<file path="src/rtl/dac_ctrl_pkg.sv">
package dac_ctrl_pkg;
  typedef enum logic [3:0] {
    ROLE_LOAD   = 4'h0, ROLE_FULL  = 4'h1, ROLE_MID    = 4'h2, ROLE_ZERO  = 4'h3,
    ROLE_LOCK   = 4'h4, ROLE_RSVD  = 4'h5, ROLE_SD_LO  = 4'h6, ROLE_SD_HI = 4'h7,
    ROLE_RDBK   = 4'h8, ROLE_DC_FL = 4'h9, ROLE_DC_RS  = 4'hA, ROLE_GPI   = 4'hB,
    ROLE_DRV0   = 4'hC, ROLE_DRV1  = 4'hD, ROLE_TOGG   = 4'hE, ROLE_SETTLE = 4'hF
  } pin_role_e;

  typedef enum logic [1:0] {PRE_NONE, PRE_FULL, PRE_MID, PRE_ZERO} preset_e;

  localparam int unsigned NROLES = 16;

  function automatic logic role_drives_pad(pin_role_e r);
    return (r == ROLE_RDBK) || (r == ROLE_DC_FL) || (r == ROLE_DC_RS) ||
           (r == ROLE_DRV0) || (r == ROLE_DRV1);
  endfunction

  // zero beats mid beats full
  function automatic preset_e pick_preset(logic full_lo, logic mid_lo, logic zero_lo);
    if (zero_lo) return PRE_ZERO;
    if (mid_lo)  return PRE_MID;
    if (full_lo) return PRE_FULL;
    return PRE_NONE;
  endfunction
endpackage

</file>
<file path="src/rtl/dac_chan_reg.sv">
module dac_chan_reg
  import dac_ctrl_pkg::*;
#(
  parameter int unsigned CODE_W = 12
) (
  input  logic              clk,
  input  logic              rst_n,
  input  logic              wr_en,
  input  logic [CODE_W-1:0] wr_data,
  input  preset_e           preset,
  input  logic              load,
  input  logic              show_input,
  output logic [CODE_W-1:0] out_code
);
  localparam logic [CODE_W-1:0] MID_CODE = {1'b1, {(CODE_W-1){1'b0}}};

  function automatic logic [CODE_W-1:0] preset_value(preset_e p);
    case (p)
      PRE_FULL: return '1;
      PRE_MID:  return MID_CODE;
      default:  return '0;
    endcase
  endfunction

  logic [CODE_W-1:0] in_q, dac_q, in_next, dac_next, preset_code;
  logic              preset_act;

  assign preset_act  = (preset != PRE_NONE);
  assign preset_code = preset_value(preset);

  always_comb begin
    in_next  = preset_act ? preset_code : (wr_en ? wr_data : in_q);
    dac_next = preset_act ? preset_code : (load ? in_next : dac_q);
  end

  always_ff @(posedge clk or negedge rst_n) begin
    if (!rst_n) begin
      in_q  <= '0;
      dac_q <= '0;
    end else begin
      in_q  <= in_next;
      dac_q <= dac_next;
    end
  end

  assign out_code = show_input ? in_q : dac_q;


  preset_force_chk: assert property (@(posedge clk) disable iff (!rst_n)
    preset_act |=> (in_q == $past(preset_code)) && (dac_q == in_q));

  load_follow_chk: assert property (@(posedge clk) disable iff (!rst_n)
    (load && !preset_act) |=> (dac_q == in_q));

  dac_hold_chk: assert property (@(posedge clk) disable iff (!rst_n)
    (!load && !preset_act) |=> (dac_q == $past(dac_q)));
endmodule

</file>
<file path="src/rtl/dac_pin_role.sv">
module dac_pin_role
  import dac_ctrl_pkg::*;
#(
  parameter int unsigned MIN_LOAD_CYC = 4
) (
  input  logic              clk,
  input  logic              rst_n,
  input  pin_role_e         role,
  input  logic              pad_in,
  input  logic              rb_bit,
  input  logic              dc_bit,
  input  logic              sclk_rise,
  input  logic              sclk_fall,
  output logic [NROLES-1:0] role_hit,
  output logic              pad_out,
  output logic              pad_oe,
  output logic              gp_val,
  output logic              short_flag
);
  localparam int unsigned CNT_W = $clog2(MIN_LOAD_CYC + 1);
  localparam logic [CNT_W-1:0] CNT_MAX = CNT_W'(MIN_LOAD_CYC);

  logic             dc_q, pad_q, launch_evt, is_load, rise_evt;
  logic [CNT_W-1:0] low_cnt;

  assign role_hit = NROLES'(1) << role;
  assign pad_oe   = role_drives_pad(role);
  assign gp_val   = (role == ROLE_GPI) && pad_in;

  assign launch_evt = ((role == ROLE_DC_FL) && sclk_fall) ||
                      ((role == ROLE_DC_RS) && sclk_rise);

  always_comb begin
    case (role)
      ROLE_RDBK:             pad_out = rb_bit;
      ROLE_DC_FL, ROLE_DC_RS: pad_out = dc_q;
      ROLE_DRV1:             pad_out = 1'b1;
      default:               pad_out = 1'b0;
    endcase
  end

  assign is_load  = (role == ROLE_LOAD);
  assign rise_evt = is_load && pad_in && !pad_q;

  always_ff @(posedge clk or negedge rst_n) begin
    if (!rst_n) begin
      dc_q       <= 1'b0;
      pad_q      <= 1'b1;
      low_cnt    <= '0;
      short_flag <= 1'b0;
    end else begin
      if (launch_evt) dc_q <= dc_bit;
      pad_q      <= pad_in;
      short_flag <= rise_evt && (low_cnt < CNT_MAX);
      if (is_load && !pad_in) begin
        if (low_cnt != CNT_MAX) low_cnt <= low_cnt + 1'b1;
      end else begin
        low_cnt <= '0;
      end
    end
  end


  dc_launch_chk: assert property (@(posedge clk) disable iff (!rst_n)
    launch_evt |=> (dc_q == $past(dc_bit)));

  short_shape_chk: assert property (@(posedge clk) disable iff (!rst_n)
    short_flag |-> ($past(pad_in) && !$past(pad_in, 2)));
endmodule

</file>
<file path="src/rtl/dual_dac_ctrl.sv">
module dual_dac_ctrl
  import dac_ctrl_pkg::*;
#(
  parameter int unsigned CODE_W       = 12,
  parameter int unsigned MIN_LOAD_CYC = 4
) (
  input  logic              clk,
  input  logic              rst_n,
  input  logic              wr_en,
  input  logic [1:0]        wr_addr,
  input  logic [CODE_W-1:0] wr_data,
  input  logic [1:0]        pad_in,
  output logic [1:0]        pad_out,
  output logic [1:0]        pad_oe,
  input  logic              rb_bit,
  input  logic              dc_bit,
  input  logic              sclk_rise,
  input  logic              sclk_fall,
  output logic [CODE_W-1:0] code_a,
  output logic [CODE_W-1:0] code_b,
  output logic [1:0]        chan_shdn,
  output logic [1:0]        shdn_kind,
  output logic [1:0]        fast_mode,
  output logic [1:0]        gp_in,
  output logic              load_short
);
  localparam int unsigned NPINS  = 2;
  localparam int unsigned NCHAN  = 2;
  localparam logic [1:0]  A_CFG  = 2'd2;
  localparam logic [1:0]  A_CTRL = 2'd3;

  logic [4*NPINS-1:0] cfg_q;
  logic [1:0]         soft_sd_q, fast_q;
  logic [NROLES-1:0]  hit [NPINS];
  logic [NROLES-1:0]  low_any, present;
  logic [NPINS-1:0]   short_v;
  logic [CODE_W-1:0]  code [NCHAN];
  logic               load, show_input, lock_low, sd_lo, sd_hi, ctrl_wr;
  preset_e            preset;

  for (genvar p = 0; p < NPINS; p++) begin : g_pin
    dac_pin_role #(.MIN_LOAD_CYC(MIN_LOAD_CYC)) u_pin (
      .clk(clk), .rst_n(rst_n), .role(pin_role_e'(cfg_q[4*p +: 4])),
      .pad_in(pad_in[p]), .rb_bit(rb_bit), .dc_bit(dc_bit),
      .sclk_rise(sclk_rise), .sclk_fall(sclk_fall), .role_hit(hit[p]),
      .pad_out(pad_out[p]), .pad_oe(pad_oe[p]), .gp_val(gp_in[p]),
      .short_flag(short_v[p]));
  end

  always_comb begin
    low_any = '0;
    present = '0;
    for (int p = 0; p < NPINS; p++) begin
      low_any |= hit[p] & {NROLES{~pad_in[p]}};
      present |= hit[p];
    end
  end

  assign load       = low_any[ROLE_LOAD];
  assign preset     = pick_preset(low_any[ROLE_FULL], low_any[ROLE_MID], low_any[ROLE_ZERO]);
  assign show_input = low_any[ROLE_TOGG];
  assign lock_low   = low_any[ROLE_LOCK];
  assign sd_lo      = low_any[ROLE_SD_LO];
  assign sd_hi      = low_any[ROLE_SD_HI];
  assign ctrl_wr    = wr_en && (wr_addr == A_CTRL);

  for (genvar c = 0; c < NCHAN; c++) begin : g_chan
    dac_chan_reg #(.CODE_W(CODE_W)) u_chan (
      .clk(clk), .rst_n(rst_n),
      .wr_en(wr_en && (wr_addr == 2'(c))), .wr_data(wr_data),
      .preset(preset), .load(load), .show_input(show_input),
      .out_code(code[c]));
  end

  assign code_a = code[0];
  assign code_b = code[1];

  always_ff @(posedge clk or negedge rst_n) begin
    if (!rst_n) begin
      cfg_q     <= {NPINS{ROLE_GPI}};
      soft_sd_q <= '0;
      fast_q    <= '0;
    end else begin
      if (wr_en && (wr_addr == A_CFG)) cfg_q <= wr_data[4*NPINS-1:0];
      if (ctrl_wr) begin
        fast_q <= wr_data[3:2];
        if (!lock_low) soft_sd_q <= wr_data[1:0];
      end
    end
  end

  assign chan_shdn  = soft_sd_q | {NCHAN{sd_lo | sd_hi}};
  assign shdn_kind  = sd_lo ? 2'b01 : (sd_hi ? 2'b10 : 2'b00);
  assign fast_mode  = present[ROLE_SETTLE] ? {NCHAN{low_any[ROLE_SETTLE]}} : fast_q;
  assign load_short = |short_v;


  lock_block_chk: assert property (@(posedge clk) disable iff (!rst_n)
    (ctrl_wr && lock_low) |=> $stable(soft_sd_q));
endmodule

</file>
<file path="config.mk">
export PLATFORM = sky130hd
export DESIGN_NAME = dual_dac_ctrl
export DESIGN_NICKNAME = d
export VERILOG_FILES = /design/src/rtl/dac_ctrl_pkg.sv /design/src/rtl/dac_chan_reg.sv /design/src/rtl/dac_pin_role.sv /design/src/rtl/dual_dac_ctrl.sv
export SDC_FILE = /design/constraint.sdc
export NUM_CORES = 1
export LEC_CHECK = 0
export ABC_AREA = 1
export CAP_MARGIN = 20
export CORE_MARGIN = 2
export CORE_UTILIZATION = 34
export CTS_CLUSTER_SIZE = 30
export DETAILED_ROUTE_END_ITERATION = 7
export PLACE_DENSITY = 0.58
export SYNTH_ARGS = -nofsm -noshare
export SYNTH_HDL_FRONTEND = slang
export SYNTH_SLANG_ARGS = --single-unit
</file>
<file path="constraint.sdc">
create_clock -name clk -period 3.3 [get_ports clk]
set_clock_uncertainty 0.2 [all_clocks]
set_input_delay 0.33 -clock clk [delete_from_list [all_inputs] [get_ports clk]]
set_output_delay 0.33 -clock clk [all_outputs]
set_load 0.01 [all_outputs]
</file>
# Word-level counts from Yosys, hierarchy flattened
# Index checks and enable logic that the tools add are counted.
dict set report totals {
  ff_bits 72
  output_inout_bits 37
}
dict set report op_classes {
  add_sub_neg 2
  magnitude_cmp 2
  n_eq_ne 21
  shifts 2
  muxes 32
  bitwise 9
  n_reduce_logical 41
}
# cell count
set ops {}
lappend ops {{two-way mux 12 bit} 10}
lappend ops {{equality test 4 bit, second input constant} 12}
lappend ops {{AND 16 bit} 2}
lappend ops {{bitwise OR 16 bit} 2}
lappend ops {{<< shifter 1 x 4 -> 16 bit, first input constant} 2}
lappend ops {{one-hot mux 12 bit (2 select lines)} 1}
lappend ops {{logical AND 1 bit} 18}
lappend ops {{two-way mux 2 bit} 9}
lappend ops {{two-way mux 3 bit} 4}
lappend ops {{logical OR 1 bit} 10}
lappend ops {{zero test 4 bit} 2}
lappend ops {{adder 3 x 1 -> 3 bit, second input constant} 2}
lappend ops {{equality test 2 bit, second input constant} 3}
lappend ops {{< comparator 3 bit, second input constant} 2}
lappend ops {{two-way mux 1 bit} 6}
lappend ops {{!= test 3 bit, second input constant} 2}
lappend ops {{one-hot mux 1 bit (3 select lines)} 2}
lappend ops {{OR reduction 2 bit} 3}
lappend ops {{equality test 2 x 1 -> 1 bit, second input constant} 2}
lappend ops {{zero test 1 bit} 4}
lappend ops {{!= test 2 bit, second input constant} 2}
lappend ops {{nonzero test 2 bit} 2}
lappend ops {{NOT 1 bit} 3}
lappend ops {{zero test 2 bit} 1}
lappend ops {{3 further kinds} 3}

# Longest topological paths before layout
dict set report logic_depth {
  depth_word 15
  ltp_mapped 13
}

# By module
# Synthesis repeated with hierarchy kept, for this count alone.
dict set report unflattened {
  cells_unflattened 573
  area_unflattened_um2 4210.3
}
# module instances cells_per_inst area_each_um2 seq_area_each_um2
set by_module_without_submodules {}
lappend by_module_without_submodules {dac_chan_reg 2 171 1252.5 600.6}
lappend by_module_without_submodules {dac_pin_role 2 66 478.0 151.4}
lappend by_module_without_submodules {dual_dac_ctrl 1 99 749.5 307.8}

# Worst setup path after synthesis
# OpenSTA, ideal clock, no wires.
dict set report synth_path {
  kind {register to register}
  from {register cfg_q[7]}
  to {register g_chan[0].u_chan.dac_q[0]}
  setup_ns 0.066
  arrival_time_ns 1.996
  required_time_ns 3.034
  path_slack_ns 1.038
  path_stages_with_launch 11
  synth_period_minus_slack_ns 2.262
  cell_sequence {dfstp_2 nor2_1 nand2_1 nor2_1 nor2_1 nor2b_1 ha_1 buf_4 clkbuf_1 nand4_1 nand2_1}
}
dict set report synth_via {
  elab_chain_len 14
}
# element line
set synth_rtl {}
lappend synth_rtl {{from (decl)} dual_dac_ctrl.sv:32} ;# logic [4*NPINS-1:0] cfg_q;
lappend synth_rtl {{from (signal assigned)} dual_dac_ctrl.sv:80} ;# cfg_q <= {NPINS{ROLE_GPI}};
lappend synth_rtl {{from (signal assigned)} dual_dac_ctrl.sv:84} ;# if (wr_en && (wr_addr == A_CFG)) cfg_q <= wr_data[4*NPINS-1:0];
lappend synth_rtl {{<< shifter 1 x 4 -> 16 bit (*)} dac_pin_role.sv:26} ;# assign role_hit = NROLES'(1) << role;
lappend synth_rtl {{AND 16 bit (*)} dual_dac_ctrl.sv:54} ;# low_any |= hit[p] & {NROLES{~pad_in[p]}};
lappend synth_rtl {{bitwise OR 16 bit (*)} dual_dac_ctrl.sv:54}
lappend synth_rtl {{two-way mux 1 bit (2 in series)} dac_ctrl_pkg.sv:22} ;# if (full_lo) return PRE_FULL;
lappend synth_rtl {{two-way mux 1 bit} dac_ctrl_pkg.sv:21} ;# if (mid_lo) return PRE_MID;
lappend synth_rtl {{two-way mux 2 bit} dac_ctrl_pkg.sv:23} ;# return PRE_NONE;
lappend synth_rtl {{two-way mux 2 bit} dac_ctrl_pkg.sv:22}
lappend synth_rtl {{two-way mux 2 bit} dac_ctrl_pkg.sv:21}
lappend synth_rtl {{equality test 2 bit / equality test 2 x 1 -> 1 bit (equally long branches)} dac_chan_reg.sv:18} ;# case (p)
lappend synth_rtl {{one-hot mux 12 bit (2 select lines)} dac_chan_reg.sv:18}
lappend synth_rtl {{two-way mux 12 bit} dac_chan_reg.sv:32} ;# in_next = preset_act ? preset_code : (wr_en ? wr_data : in_q);
lappend synth_rtl {{two-way mux 12 bit (2 in series)} dac_chan_reg.sv:33} ;# dac_next = preset_act ? preset_code : (load ? in_next : dac_q);
lappend synth_rtl {{to (signal assigned)} dac_chan_reg.sv:42} ;# dac_q <= dac_next;
lappend synth_rtl {{to (decl)} dac_chan_reg.sv:25} ;# logic [CODE_W-1:0] in_q, dac_q, in_next, dac_next, preset_code;
# Every way passes the cells marked *; elsewhere a longest branch is shown, timed or not. The select of a mux whose other input is x is not followed.
# A chain may end at the register's enable or synchronous reset.

# Worst setup path in the final report
dict set report layout_path {
  from {register cfg_q[1]}
  to {output port code_a[1]}
}
dict set report layout_via {
  elab_chain_len 4
}
# element line
set layout_rtl {}
lappend layout_rtl {{<< shifter 1 x 4 -> 16 bit} dac_pin_role.sv:26}
lappend layout_rtl {{AND 16 bit} dual_dac_ctrl.sv:54}
lappend layout_rtl {{bitwise OR 16 bit} dual_dac_ctrl.sv:54}
lappend layout_rtl {{two-way mux 12 bit} dac_chan_reg.sv:46} ;# assign out_code = show_input ? in_q : dac_q;
lappend layout_rtl {{to (decl)} dual_dac_ctrl.sv:19} ;# output logic [CODE_W-1:0] code_a,
# No other way between the ends.

==> flow_summary.ini <==
[synth]
postSynthCellCount = 541
synth_area_mm2 = 0.004064
async_flop_share_pct = 100.0
syn_nets = 570
synth_area_per_cell_um2 = 7.512
yosys.area_share.simple_pct = 39.38
yosys.area_share.adder_pct = 1.847
muxShareOfSynthArea_pct = 0
synth_top_family_by_area = simple AND/OR/NAND/NOR gates
ys.flop_type = dfrtp_1
synth_compound_area_share_pct = 3.233
yosysWarningCount = 0
yosysUniqueCellTypes = 33
synth-edff-count = 0
synth_xor_area_share_pct = 0.8621
ys_ff_latch = 72
synth_seq_area_share_pct = 44.58

[clocking]
htreeDepth = 3
clkSlewWorstSetupHoldPaths_ns = 0.06
cts_buffer_depth = 2
numCtsBuffers = 9
cts_root_buffer = clkbuf_16
insertion_delay_ns = 0.34
clkSinkCount = 72
cts_tree = yes

[run]
cap_violations = 0

[floorplan]
die_w_um = 113.3
start_util_pct = 35.14
die_y_um = 113.3
io_pins = 60
fp.coreArea_mm2 = 0.01156
fp-row-count = 39
die_area_mm2 = 0.01284

[setup_path]
crit_fanout = 24
reg2reg_depth = 10
worstPathRequired_ns = 2.77
start_kind = flop
endpoint_kind = primary output
worstSetupPathType = reg -> out
worst_ep_arrival_time_ns = 2.45

[sta]
tns_ns = 0
slew_viol_final = 0
rsz0062_at_grt = no
fin_crit_ns = 2.979
worstMarginPinSlew_ns = 0.8391
finalSetupViolCount = 0
hold_violations = 0
slew-limit-headroom_pct = 44.06
period_share_pct = 90.27
fmaxAchievable_ghz = 0.3357

[pwr]
p_switching_w = 0.001309
p_sw_share_pct = 34.74
pwr-share-seq_pct = 36.3
finalPower_w = 0.003769
power.density_mw_per_mm2 = 747.6
leakage_nw = 2.570
peakVddDrop_uv = 374.5
pwr-share-clk_pct = 28.2
power.internal_w = 0.002459
comb_power_share_pct = 35.4

[detailed_routing]
wirelength_um = 11340
wl_per_cell_um = 15.40
via_per_inst = 5.004
ant_nets = 0
drt_iter0_markers = 284
firstDrtPassIters = 5
vias = 3683
route.detailed.drc = 0

[worst_hold_path]
hp-class = reg -> reg
hold_depth = 2

[finish]
nNetsFinal = 617
area_growth_pct = 24.05
antenna_cells = 0
layout-drive-gt1-share_pct = 8.432
seq_area_mm2 = 0.001812
fillers = 1153
finish.utilization_pct = 43.59
multi_input_area_mm2 = 0.001842

[grt]
first_global_vias = 3615
gr-total-overflow = 0
grt_max_degree = 40
grt.total_usage_pct = 18.61
grt_pass1_wl_um = 18510
antenna_found_initial = 0

[placement]
gp_congestion = 0.8226
dp_hpwl_um = 7653
port_buffers = 59

[status]
status = finished clean
## cells in the final DEF, fill, tap and decap left out, types with 3 or more instances in the layout
cell type,n
nor2_4,4
ha_1,6
buf_4,7
nand4_1,26
clkdlybuf4s50_1,58
nor2_1,17
a21oi_1,6
nand3_4,4
inv_1,55
o21ai_0,13
nand3_1,80
nand2_1,199
inv_2,3
dfrtp_1,64
clkbuf_16,9
nor3_1,4
dfstp_2,8
## logic make-up (layout without fill, tap and decap cells)
kind of cell             count (synthesis)  in the layout
flip-flops                              72             72
adder cells (fa/ha/maj)                  6              6
XOR/XNOR                                 4              4
AND/OR/NAND/NOR                        345            345
buffers and inverters                   90            142
AO/OA/AOI/OAI                           24             24
## power groups by stage
stage	clock network, W	registers, W	logic (W)
finish	0.00106	0.00137	0.00134
CTS	0.00108	0.00137	0.00135
global placement	0	0.00137	0.00132
floorplan	0	0.00133	0.000858
global route	0.00112	0.00141	0.00151
detailed placement	0	0.00138	0.00134
## routing by layer
layer	GRT usage (%)	vias to the layer above	share of wire, %
met4	5.122	0	1.4
met5	0	-	0
met2	29.06	94	46
li1	-	1828	-
met1	25.22	1746	47
met3	5.624	15	5.3
## per-stage QoR
| stage | hold slack (ns) | worst slack [ns] | std cells | instance area [um2] |
|---|---|---|---|---|
| after floorplan | -0.1656 | 1.038 | 541 | 4064 |
| after global placement | 0.2646 | 0.4521 | 719 | 4708 |
| after detailed placement | 0.2686 | 0.3721 | 719 | 4708 |
| after CTS | 0.2790 | 0.2896 | 736 | 5041 |
| after global routing | 0.2905 | 0.1596 | 736 | 5041 |
| final | 0.2816 | 0.3212 | 736 | 5041 |
## final timing paths
check,start,to,slack [ns]
min,soft_sd_q[0]$_DFFE_PN0P_,soft_sd_q[0]$_DFFE_PN0P_,0.28
max reg2reg,cfg_q[7]$_DFFE_PN1P_,g_chan[1].u_chan.dac_q[8]$_DFFE_PN0P_,0.67
max in group asynchronous,rst_n,cfg_q[5]$_DFFE_PN1P_,1.71
max,cfg_q[1]$_DFFE_PN1P_,code_a[1],0.32
min in group asynchronous,rst_n,g_pin[0].u_pin.dc_q$_DFFE_PN0P_,0.44
min reg2reg,soft_sd_q[0]$_DFFE_PN0P_,soft_sd_q[0]$_DFFE_PN0P_,0.28
## cell usage after synthesis (2+ instances only)
master | number | area share (%)
nand2_1 | 199 | 18
nand3_1 | 80 | 9.9
dfrtp_1 | 64 | 39
inv_1 | 55 | 5.1
nand4_1 | 26 | 4.0
nor2_1 | 17 | 1.6
buf_2 | 15 | 1.8
o21ai_0 | 13 | 1.6
buf_4 | 10 | 1.8
dfstp_2 | 8 | 5.2
a21oi_1 | 6 | 0.74
ha_1 | 6 | 1.8
clkbuf_1 | 4 | 0.37
nand3_4 | 4 | 1.7
nor2_4 | 4 | 1.1
nor3_1 | 4 | 0.49
inv_2 | 3 | 0.28
buf_6 | 2 | 0.55
nand3b_1 | 2 | 0.37
nor2_2 | 2 | 0.31
o211ai_1 | 2 | 0.37
o22ai_1 | 2 | 0.31
xnor2_1 | 2 | 0.43
xor2_1 | 2 | 0.43
## state kept, by name (all words and copies together), names as in the netlist
name / count
g_chan.u_chan.dac_q: 24
g_chan.u_chan.in_q: 24
cfg_q: 8
g_pin.u_pin.low_cnt: 6
fast_q: 2
g_pin.u_pin.dc_q: 2
g_pin.u_pin.pad_q: 2
g_pin.u_pin.short_flag: 2
soft_sd_q: 2
## worst max-delay path: stages (launching register included)
cell	delay, ns
dfstp_2	0.60
inv_2	0.07
nor2_4	0.14
nand3_4	0.22
nand2_4	0.33
nand2_1	0.08
nand2_1	0.11
clkdlybuf4s50_1	0.55
## what timing repair did
action | in CTS | in global routing
gates resized for setup | 0 | 0
hold buffers | 1 | 0
buffers inserted | 0 | 0
endpoints found under the hold margin | 29 | 0
## layout make-up
class	count	area share, %
multi-input combinational	379	36.54
inverter	58	4.319
clock inverter	5	1.588
tap	143	3.549
clock buffer	11	4.815
timing repair buffer	68	13.25
sequential	72	35.94
Power figures use the tool's default switching activity.
